==> src/rtl/lcs_pkg.sv <==
// Shared types for the line encryption sequencer.
package lcs_pkg;

    // Protection applied to one access.
    typedef enum logic [1:0] {
        LVL_NONE = 2'b00,
        LVL_CONF = 2'b01,
        LVL_FULL = 2'b10
    } level_t;

    // Sequencer control states.
    typedef enum logic [2:0] {
        S_IDLE    = 3'd0,
        S_TS_RD   = 3'd1,
        S_TS_WAIT = 3'd2,
        S_LAUNCH  = 3'd3,
        S_RUN     = 3'd4,
        S_WMEM    = 3'd5,
        S_TS_WR   = 3'd6,
        S_FIN     = 3'd7
    } state_t;

    // Map a raw level code; bit 1 set means full protection.
    function automatic level_t decode_level(input logic [1:0] raw);
        if (raw[1])      return LVL_FULL;
        else if (raw[0]) return LVL_CONF;
        else             return LVL_NONE;
    endfunction

endpackage

==> src/rtl/lcs_ks_fetch.sv <==
// Keystream collector: issues one request per keystream part, in ascending
// part order, and assembles the full line keystream.
// Assumes: time stamp, address and segment inputs are held stable by the
// caller from start until done; start is a one-cycle pulse while idle.
module lcs_ks_fetch #(
    parameter int LINE_W = 256,
    parameter int KS_W   = 128,
    parameter int TS_W   = 32,
    parameter int ADDR_W = 16,
    parameter int SEG_W  = 8,
    localparam int PARTS  = LINE_W / KS_W,
    localparam int PART_W = (PARTS > 1) ? $clog2(PARTS) : 1,
    localparam int KIN_W  = TS_W + ADDR_W + PART_W + SEG_W
) (
    input  logic              clk,
    input  logic              rst_n,
    input  logic              start,
    input  logic [TS_W-1:0]   ts,
    input  logic [ADDR_W-1:0] line_addr,
    input  logic [SEG_W-1:0]  seg,
    output logic              ks_req,
    output logic [KIN_W-1:0]  ks_in,
    input  logic              ks_ack,
    input  logic [KS_W-1:0]   ks_data,
    output logic [LINE_W-1:0] ks_line,
    output logic              done
);

    logic              req_q;
    logic [PART_W-1:0] part_q;
    logic [LINE_W-1:0] line_q;
    logic              done_q;

    // Request sequencing and keystream assembly.
    always_ff @(posedge clk) begin
        if (!rst_n) begin
            req_q  <= 1'b0;
            part_q <= '0;
            line_q <= '0;
            done_q <= 1'b0;
        end else if (start) begin
            req_q  <= 1'b1;
            part_q <= '0;
            done_q <= 1'b0;
        end else if (req_q && ks_ack) begin
            for (int p = 0; p < PARTS; p++) begin
                if (part_q == PART_W'(p)) line_q[p*KS_W +: KS_W] <= ks_data;
            end
            if (part_q == PART_W'(PARTS - 1)) begin
                req_q  <= 1'b0;
                done_q <= 1'b1;
            end else begin
                part_q <= part_q + 1'b1;
            end
        end
    end

    // Request word: stamp, address, part, segment.
    always_comb begin
        ks_in = {ts, line_addr, part_q, seg};
    end

    assign ks_req  = req_q;
    assign ks_line = line_q;
    assign done    = done_q;

endmodule

==> src/rtl/lcs_mem_port.sv <==
// External memory requester: registers one read or write, holds the request
// until acknowledged and captures read data.
// Assumes: start only arrives while no request is pending.
module lcs_mem_port #(
    parameter int ADDR_W = 16,
    parameter int LINE_W = 256
) (
    input  logic              clk,
    input  logic              rst_n,
    input  logic              start,
    input  logic              wr,
    input  logic [ADDR_W-1:0] addr,
    input  logic [LINE_W-1:0] wdata,
    output logic              mem_req,
    output logic              mem_write,
    output logic [ADDR_W-1:0] mem_addr,
    output logic [LINE_W-1:0] mem_wdata,
    input  logic              mem_ack,
    input  logic [LINE_W-1:0] mem_rdata,
    output logic [LINE_W-1:0] rdata,
    output logic              done
);

    logic              req_q;
    logic              wr_q;
    logic [ADDR_W-1:0] addr_q;
    logic [LINE_W-1:0] wdata_q;
    logic [LINE_W-1:0] rdata_q;
    logic              done_q;

    // Request hold, completion flag and read capture.
    always_ff @(posedge clk) begin
        if (!rst_n) begin
            req_q   <= 1'b0;
            wr_q    <= 1'b0;
            addr_q  <= '0;
            wdata_q <= '0;
            rdata_q <= '0;
            done_q  <= 1'b0;
        end else if (start) begin
            req_q   <= 1'b1;
            wr_q    <= wr;
            addr_q  <= addr;
            wdata_q <= wdata;
            done_q  <= 1'b0;
        end else if (req_q && mem_ack) begin
            req_q  <= 1'b0;
            done_q <= 1'b1;
            if (!wr_q) rdata_q <= mem_rdata;
        end
    end

    assign mem_req   = req_q;
    assign mem_write = wr_q;
    assign mem_addr  = addr_q;
    assign mem_wdata = wdata_q;
    assign rdata     = rdata_q;
    assign done      = done_q;

endmodule

==> src/rtl/line_crypt_seq.sv <==
// Counter-mode line encryption sequencer. Accepts one cache access at a
// time, fetches and advances per-line time stamps for fully protected
// lines, gathers keystream, and XORs it onto write or read data.
// Assumes: the time-stamp store answers a read one cycle after ts_rd_en;
// memory and keystream units acknowledge each request exactly once.
module line_crypt_seq
    import lcs_pkg::*;
#(
    parameter int LINE_W = 256,
    parameter int KS_W   = 128,
    parameter int TS_W   = 32,
    parameter int ADDR_W = 16,
    parameter int SEG_W  = 8,
    localparam int PARTS  = LINE_W / KS_W,
    localparam int PART_W = (PARTS > 1) ? $clog2(PARTS) : 1,
    localparam int KIN_W  = TS_W + ADDR_W + PART_W + SEG_W
) (
    input  logic              clk,
    input  logic              rst_n,
    input  logic              req_valid,
    input  logic              req_write,
    input  logic [ADDR_W-1:0] req_addr,
    input  logic [SEG_W-1:0]  req_seg,
    input  logic [1:0]        req_level,
    input  logic [LINE_W-1:0] req_wdata,
    output logic              busy,
    output logic              rsp_valid,
    output logic [LINE_W-1:0] rsp_rdata,
    output logic              rollover,
    output logic [SEG_W-1:0]  rollover_seg,
    output logic              mem_req,
    output logic              mem_write,
    output logic [ADDR_W-1:0] mem_addr,
    output logic [LINE_W-1:0] mem_wdata,
    input  logic              mem_ack,
    input  logic [LINE_W-1:0] mem_rdata,
    output logic              ts_rd_en,
    output logic              ts_wr_en,
    output logic [ADDR_W-1:0] ts_addr,
    output logic [TS_W-1:0]   ts_wdata,
    input  logic [TS_W-1:0]   ts_rdata,
    output logic              ks_req,
    output logic [KIN_W-1:0]  ks_in,
    input  logic              ks_ack,
    input  logic [KS_W-1:0]   ks_data
);

    state_t            state_q;
    level_t            lvl_q;
    logic              wr_q;
    logic [ADDR_W-1:0] addr_q;
    logic [SEG_W-1:0]  seg_q;
    logic [LINE_W-1:0] wdata_q;
    logic [TS_W-1:0]   cur_ts_q;
    logic [LINE_W-1:0] rsp_q;
    logic              roll_q;
    logic [SEG_W-1:0]  roll_seg_q;

    logic              prot;
    logic              ks_start;
    logic              mem_start;
    logic [LINE_W-1:0] mem_wd_sel;
    logic [LINE_W-1:0] ks_line;
    logic              ks_done;
    logic [LINE_W-1:0] mem_rd_q;
    logic              mem_done;
    logic [TS_W-1:0]   ks_ts;

    assign prot  = (lvl_q != LVL_NONE);
    // Confidentiality-only lines present a zero stamp field.
    assign ks_ts = (lvl_q == LVL_FULL) ? cur_ts_q : '0;

    // Launch decisions for the keystream and memory units.
    always_comb begin
        ks_start   = 1'b0;
        mem_start  = 1'b0;
        mem_wd_sel = wdata_q;
        case (state_q)
            S_LAUNCH: begin
                ks_start  = prot;
                mem_start = !wr_q || !prot;
            end
            S_RUN: begin
                if (prot && wr_q && ks_done) begin
                    mem_start  = 1'b1;
                    mem_wd_sel = wdata_q ^ ks_line;
                end
            end
            default: ;
        endcase
    end

    // Main access sequence.
    always_ff @(posedge clk) begin
        if (!rst_n) begin
            state_q    <= S_IDLE;
            lvl_q      <= LVL_NONE;
            wr_q       <= 1'b0;
            addr_q     <= '0;
            seg_q      <= '0;
            wdata_q    <= '0;
            cur_ts_q   <= '0;
            rsp_q      <= '0;
            roll_q     <= 1'b0;
            roll_seg_q <= '0;
        end else begin
            roll_q <= 1'b0;
            case (state_q)
                S_IDLE: begin
                    if (req_valid) begin
                        lvl_q    <= decode_level(req_level);
                        wr_q     <= req_write;
                        addr_q   <= req_addr;
                        seg_q    <= req_seg;
                        wdata_q  <= req_wdata;
                        cur_ts_q <= '0;
                        state_q  <= (decode_level(req_level) == LVL_FULL) ? S_TS_RD : S_LAUNCH;
                    end
                end
                S_TS_RD: state_q <= S_TS_WAIT;
                S_TS_WAIT: begin
                    if (wr_q) begin
                        cur_ts_q <= ts_rdata + 1'b1;
                        if (&ts_rdata) begin
                            roll_q     <= 1'b1;
                            roll_seg_q <= seg_q;
                        end
                    end else begin
                        cur_ts_q <= ts_rdata;
                    end
                    state_q <= S_LAUNCH;
                end
                S_LAUNCH: state_q <= S_RUN;
                S_RUN: begin
                    if (prot && wr_q) begin
                        if (ks_done) state_q <= S_WMEM;
                    end else if (mem_done && (ks_done || !prot)) begin
                        if (wr_q)      rsp_q <= '0;
                        else if (prot) rsp_q <= mem_rd_q ^ ks_line;
                        else           rsp_q <= mem_rd_q;
                        state_q <= S_FIN;
                    end
                end
                S_WMEM: begin
                    if (mem_done) begin
                        rsp_q   <= '0;
                        state_q <= (lvl_q == LVL_FULL) ? S_TS_WR : S_FIN;
                    end
                end
                S_TS_WR: state_q <= S_FIN;
                S_FIN:   state_q <= S_IDLE;
                default: state_q <= S_IDLE;
            endcase
        end
    end

    lcs_ks_fetch #(
        .LINE_W(LINE_W), .KS_W(KS_W), .TS_W(TS_W), .ADDR_W(ADDR_W), .SEG_W(SEG_W)
    ) u_ks (
        .clk(clk), .rst_n(rst_n), .start(ks_start),
        .ts(ks_ts), .line_addr(addr_q), .seg(seg_q),
        .ks_req(ks_req), .ks_in(ks_in), .ks_ack(ks_ack), .ks_data(ks_data),
        .ks_line(ks_line), .done(ks_done)
    );

    lcs_mem_port #(
        .ADDR_W(ADDR_W), .LINE_W(LINE_W)
    ) u_mem (
        .clk(clk), .rst_n(rst_n), .start(mem_start), .wr(wr_q),
        .addr(addr_q), .wdata(mem_wd_sel),
        .mem_req(mem_req), .mem_write(mem_write), .mem_addr(mem_addr),
        .mem_wdata(mem_wdata), .mem_ack(mem_ack), .mem_rdata(mem_rdata),
        .rdata(mem_rd_q), .done(mem_done)
    );

    assign busy         = (state_q != S_IDLE);
    assign rsp_valid    = (state_q == S_FIN);
    assign rsp_rdata    = rsp_q;
    assign rollover     = roll_q;
    assign rollover_seg = roll_seg_q;
    assign ts_rd_en     = (state_q == S_TS_RD);
    assign ts_wr_en     = (state_q == S_TS_WR);
    assign ts_addr      = addr_q;
    assign ts_wdata     = cur_ts_q;

endmodule


==> config.mk <==
export PLATFORM = sky130hd
export DESIGN_NAME = line_crypt_seq
export DESIGN_NICKNAME = d
export VERILOG_FILES = /design/src/rtl/lcs_pkg.sv /design/src/rtl/lcs_ks_fetch.sv /design/src/rtl/lcs_mem_port.sv /design/src/rtl/line_crypt_seq.sv
export SDC_FILE = /design/constraint.sdc
export NUM_CORES = 2
export LEC_CHECK = 0
export ABC_CLOCK_PERIOD_IN_PS = 2040
export BUFFER_PORTS_ARGS = -buffer_cell sky130_fd_sc_hd__buf_2
export CAP_MARGIN = 20
export CORE_AREA = 2 2 521 523
export CTS_CLUSTER_DIAMETER = 150
export CTS_CLUSTER_SIZE = 25
export DETAILED_ROUTE_END_ITERATION = 8
export DIE_AREA = 0 0 523 525
export HOLD_SLACK_MARGIN = 0.06
export PLACE_DENSITY = 0.39
export SLEW_MARGIN = 20
export SYNTH_ARGS = -nofsm -noshare
export SYNTH_HDL_FRONTEND = slang
export SYNTH_SLANG_ARGS = --single-unit
export TNS_END_PERCENT = 100
==> constraint.sdc <==
create_clock -name clk -period 2.04 [get_ports clk]
set_input_delay 0.204 -clock clk [delete_from_list [all_inputs] [get_ports clk]]
set_output_delay 0.204 -clock clk [all_outputs]
set_load 0.02 [all_outputs]
* After elaboration in Yosys (flattened, before gate mapping)
Index checks and enable logic that the tools add are counted.
Storage, ports and cells: logic and storage cells 111, flip-flop bits (word level) 1373, output and inout bits 649, input port bits 704
Cells by class: equality and inequality tests 15, reduce and logical (&&, ||, !) cells 31, multiplexer cells 35, bitwise operators 7, add/sub/neg operators 2
Operators with widths (count):
- $mux W256 | 7
- $pmux W256 S2 | 1
- $xor A256 B256 Y256 | 2
- $mux W32 | 3
- $pmux W32 S2 | 1
- $reduce_and A34 Y1 | 1
- $add A32 B1 Y32 const B | 1
- $reduce_and A32 Y1 | 1
- $pmux W3 S8 | 1
- $mux W3 | 5
- $eq A3 B3 Y1 const B | 4
- $reduce_and A3 Y1 | 4
- $reduce_bool A2 Y1 | 6
- $mux W1 | 11
- $mux W2 | 5
- $reduce_and A2 Y1 | 4
- $reduce_and A4 Y1 | 2
- $eq A3 B2 Y1 const B | 2
- $ne A2 B2 Y1 const B | 3
- $logic_and A1 B1 Y1 | 5
- $not A1 Y1 | 5
- $eq A2 B2 Y1 const B | 2
- $reduce_or A2 Y1 | 2
- $eq A3 B1 Y1 const B | 1
- 9 further kinds | 11

* Logic depth before layout (Yosys ltp)
word-level depth 9, mapped depth 9, gate-level depth less buffers 6

* Modules after synthesis
Synthesis repeated with hierarchy kept, for this count alone.
Second synthesis, totals: cells, all modules 6583, area total of the unflattened synthesis 58616.2 um2
By module, submodules not included:
- line_crypt_seq | sequential area each 11671.2 um2, area an instance 27899.3 um2, instances 1, cells each 3551
- lcs_mem_port | sequential area each 10630.2 um2, area an instance 20612.3 um2, instances 1, cells each 1997
- lcs_ks_fetch | sequential area each 5185.0 um2, area an instance 10104.7 um2, instances 1, cells each 1035

* Worst setup path after synthesis
No wires, ideal clock.
path type reg2reg, start register state_q[0], end register u_mem.rdata_q[215] (netlist: u_mem.rdata[215]), library setup time 0.116 ns, path buffers 4, arrival time 1.713 ns, data required time 1.924 ns, cell stages (with the launch flop) 10, setup slack 0.210 ns, period minus slack after synthesis 1.830 ns, cell sequence dfxtp_1 > buf_2 > and3b_1 > a22o_1 > or3_1 > clkbuf_1 > buf_2 > buf_2 > nand2_1 > a21boi_1
On the way: word-level cells in the longest chain between the ends 4, elaborated cells between the ends (all ways) 5, classes of those cells eq/ne (2); mux (1); bitwise (1); reduce/logical (1)
RTL lines:
- start, declared | RTL line line_crypt_seq.sv:48 | state_t state_q;
- start signal, assigned | RTL line line_crypt_seq.sv:117 | state_q <= (decode_level(req_level) == LVL_FULL) ? S_TS_RD : S_LAUNCH;
- start signal, assigned | RTL line line_crypt_seq.sv:147 | state_q <= (lvl_q == LVL_FULL) ? S_TS_WR : S_FIN;
- $eq A3 B3 Y1 / $eq A3 B2 Y1 (equally long branches) | RTL line line_crypt_seq.sv:78 | case (state_q)
- $pmux W1 S2 * | RTL line line_crypt_seq.sv:78
- $not A1 Y1 (no source line) *
- $reduce_and A3 Y1 (no source line) *
- end signal, assigned | RTL line lcs_mem_port.sv:49 | if (!wr_q) rdata_q <= mem_rdata;
- end, declared | RTL line lcs_mem_port.sv:28 | logic [LINE_W-1:0] rdata_q;
Every way passes the cells marked *; elsewhere a longest branch is shown, timed or not. A chain may end at the register's enable or synchronous reset.

* Worst setup path after layout
start register lvl_q[1], end output ks_in[45]
On the way: word-level cells in the longest chain between the ends 2
RTL lines:
- start, declared | RTL line line_crypt_seq.sv:49 | level_t lvl_q;
- start signal, assigned | RTL line line_crypt_seq.sv:111 | lvl_q <= decode_level(req_level);
- $eq A2 B2 Y1 | RTL line line_crypt_seq.sv:71 | assign ks_ts = (lvl_q == LVL_FULL) ? cur_ts_q : '0;
- $mux W32 | RTL line line_crypt_seq.sv:71
- end, declared | RTL line line_crypt_seq.sv:43 | output logic [KIN_W-1:0] ks_in,
No other way between the ends.

==> impl_metrics.py <==
metrics = {
    "cells_and_area": {
        "final_cells": 12913,
        "post-route-util": 0.3100,
        "final_common_cell": "nand2_1",
        "areaGrowthSynthToFinish_pct": 39.90,
        "final_cell_mix": "1,998 x nand2_1, 1,366 x dfxtp_1, 1,317 x buf_2",
        "layout-drive-gt1-share": 0.2087,
        "nets": 10000,
    },
    "timing": {
        "fmax_mhz": 451.9,
        "slew_viol_final": 0,
        "worst_pin_slew_ps": 1042,
        "setup_slack_ps": -172.8,
        "hold_violations": 0,
        "finalSetupViolations": 353,
        "grt_setup_unrepaired": "yes",
        "fin_crit_ps": 2213,
        "relSlewSlack": 0.3055,
        "finalClockSkew_ps": 47.62,
        "finalCritPeriodShare": 1.085,
    },
    "synth": {
        "synthesis.nets": 8071,
        "synth-seq-cells": 1373,
        "synth_top_family_by_area": "compound AO/OA/AOI/OAI gates",
        "syn_area_mm2": 0.05969,
        "avgSynthCellArea_um2": 8.103,
        "muxShareOfSynthArea": 0.03004,
        "ys_seq_area_frac": 0.4605,
        "synthTopCellsByArea": "dfxtp_1 46%, nand2_1 13%, a21boi_0 7.2%, o21ai_0 5.1%, a21oi_1 3.7%",
        "synth_ff_type": "dfxtp_1",
        "synthArstFlopShare": 0,
        "synth-compound-area-share": 0.2484,
        "yosys_warnings": 0,
        "yosys.area_share.xor_xnor": 0.01511,
        "syn_inst": 7366,
        "synth-simple-area-share": 0.2006,
        "yosysTopAreaCellShare": 0.4605,
        "synth_fa_ha_area_frac": 0.0002096,
        "synth_edf_count": 0,
        "synth_cell_types": 47,
        "netlist.top_cell.by_area": "dfxtp_1",
    },
    "critical_path": {
        "critical_path_class": "reg -> out",
        "cp_max_fo": 7,
        "ff2ff_path_depth": 7,
        "crit_end": "ks_in[45]",
        "worstSetupEndpointType": "primary output",
        "rr_startpoint": "lvl_q[1]",
        "crit_start": "lvl_q[1]",
        "regToRegSetupSlack_ps": -150,
        "startpoint_type": "register",
        "critPathRequiredTime_ps": 1840,
        "critPathArrivalTime_ps": 2010,
        "r2r_end": "u_mem.rdata[209]",
    },
    "placed_design": {
        "gp_congestion": 0.9303,
        "place_ws_ps": -144.9,
        "io_buffers": 1352,
        "dp.cells": 12008,
        "dp_hpwl_mm": 230.5,
    },
    "die": {
        "die_y_um": 525,
        "dieWidth_um": 523,
        "die-area_mm2": 0.2746,
        "initial_utilization": 0.2216,
        "fp.coreArea_mm2": 0.2693,
        "rows": 191,
        "io_pins": 1353,
    },
    "cts": {
        "numCtsBuffers": 67,
        "cts_root_buf": "clkbuf_16",
        "worstSkewPairLatency_ps": 740,
        "cts_tree": "built",
        "cts.htree.levels": 3,
        "clockBufferDepth": 3,
        "clk_pin_slew_ps": 110,
        "cts.sinks": 1373,
    },
    "route": {
        "drtAntennaViolNets": 0,
        "first_pass_iters": 6,
        "routedWlPerCell_um": 24.74,
        "vias": 60439,
        "routed_wl_mm": 319.5,
        "remaining_drc_errors": 0,
        "viasPerCell": 4.680,
        "drt-initial-drc-count": 3836,
    },
    "worst_hold_path": {
        "hold_path_class": "in -> reg",
    },
    "power": {
        "powerDensity_mw_per_mm2": 681.3,
        "leakagePower_nw": 31.02,
        "vdd_drop_max_v": 0.0006024,
        "power_mw": 56.89,
    },
    "status": {
        "status": "finished with violations",
        "violations": "negative setup slack",
    },
    "global_routing": {
        "grt_pass1_wl_mm": 428.7,
        "grt_overflow": 0,
        "grt_pass1_vias": 57332,
        "antenna_found_initial": 51,
        "grt_max_degree": 115,
        "track_usage": 0.2133,
    },
    "job": {
        "max_cap_violations": 0,
    },
}
==> per-stage QoR <==
step	hold WS [ps]	setup TNS (ps)	instance area, um2
3_5_place_dp	450.9	-17870	72410
4_1_cts	140.8	-42450	81870
5_1_grt	199.8	-51740	83460
6_report	252.0	-23170	83500
2_1_floorplan	338.8	0	59690
3_3_place_gp	447.8	-16940	72410
==> flip-flops by register name, summed over array words and instances, names as in the netlist, 2 cells and up <==
name             flops
rsp_rdata          256
u_mem.rdata        256
rollover_seg         8
u_mem.mem_wdata    256
lvl_q                2
seg_q                8
state_q              3
u_mem.mem_addr      16
wdata_q            256
ts_addr             16
ts_wdata            32
u_ks.ks_line       256
==> per-layer routing <==
| layer | up-vias | track usage | share of wire |
|---|---|---|---|
| met3 | 318 | 0.04129 | 0.062 |
| li1 | 28911 | - | - |
| met1 | 29358 | 0.2672 | 0.43 |
| met5 | - | 0 | 0.00058 |
| met2 | 1824 | 0.3633 | 0.48 |
| met4 | 28 | 0.07140 | 0.036 |
==> final cells by class <==
type                            count  area [um2]
Sequential cell                  1373       27510
Fill cell                       28831      185800
Clock buffer                       70        1740
Inverter                            4       15.01
Multi-Input combinational cell   5362       29820
Antenna cell                       35       87.58
Tap cell                         3570        4467
Timing Repair Buffer             2487       19710
Clock inverter                     12       156.4
==> what timing repair did <==
action                                 CTS  global route
resized for setup                      126           108
buffers inserted                         7            38
pin swaps                                6            14
hold buffers                           711             0
endpoints found under the hold margin  855             0
cloned                                   2            33
setup endpoints to repair              475           959
==> worst min path at each step <==
stage / start / end / slack [ps] / cells after the start
after detailed placement: mem_rdata[68] / u_mem.rdata[68] / 450 / 3
after floorplan: mem_rdata[126] / u_mem.rdata[126] / 340 / 2
final: mem_rdata[34] / u_mem.rdata[34] / 250 / 4
after global placement: mem_rdata[164] / u_mem.rdata[164] / 450 / 3
after global routing: req_wdata[159] / wdata_q[159] / 200 / 4
after CTS: req_wdata[160] / wdata_q[160] / 140 / 4
==> cell usage after synthesis, types with 12 or more instances <==
cell type and number:
nand2_1 2002, dfxtp_1 1373, o21ai_0 611, a21boi_0 573, a21oi_1 445, clkbuf_1 401, and2_1 297, a22oi_1 260
a21boi_1 240, nand3_1 196, o211ai_1 184, mux2i_1 178, nand2b_1 171, buf_2 164, xor2_1 82, buf_4 32
buf_1 30, xnor2_1 21, nor2b_1 19, nor3_1 14, nand4_1 12, nor2_1 12
==> power by group <==
group	internal, mW	switching [mW]
clock	6.32	10.2
sequential	28.1	1.21
combinational	4.54	6.50
==> logic make-up (layout without fill, tap and decap cells) <==
| kind of cell | after synthesis | after routing |
|---|---|---|
| muxes | 179 | 179 |
| adders and majority gates | 1 | 1 |
| buffers and inverters | 631 | 2573 |
| xor gates and xnor gates | 103 | 103 |
| other | 0 | 35 |
| and+or+nand+nor | 2753 | 2753 |
| DFF | 1373 | 1373 |
| AOI/OAI and AO/OA | 2326 | 2326 |
==> critical path: stages, from the launching register on <==
cell	delay, ps
dfxtp_4	360
buf_12	120
nor2b_4	120
buf_12	130
buf_12	140
clkbuf_16	160
and2_4	150
buf_6	120
No activity file was read; power rests on OpenSTA's default activity.
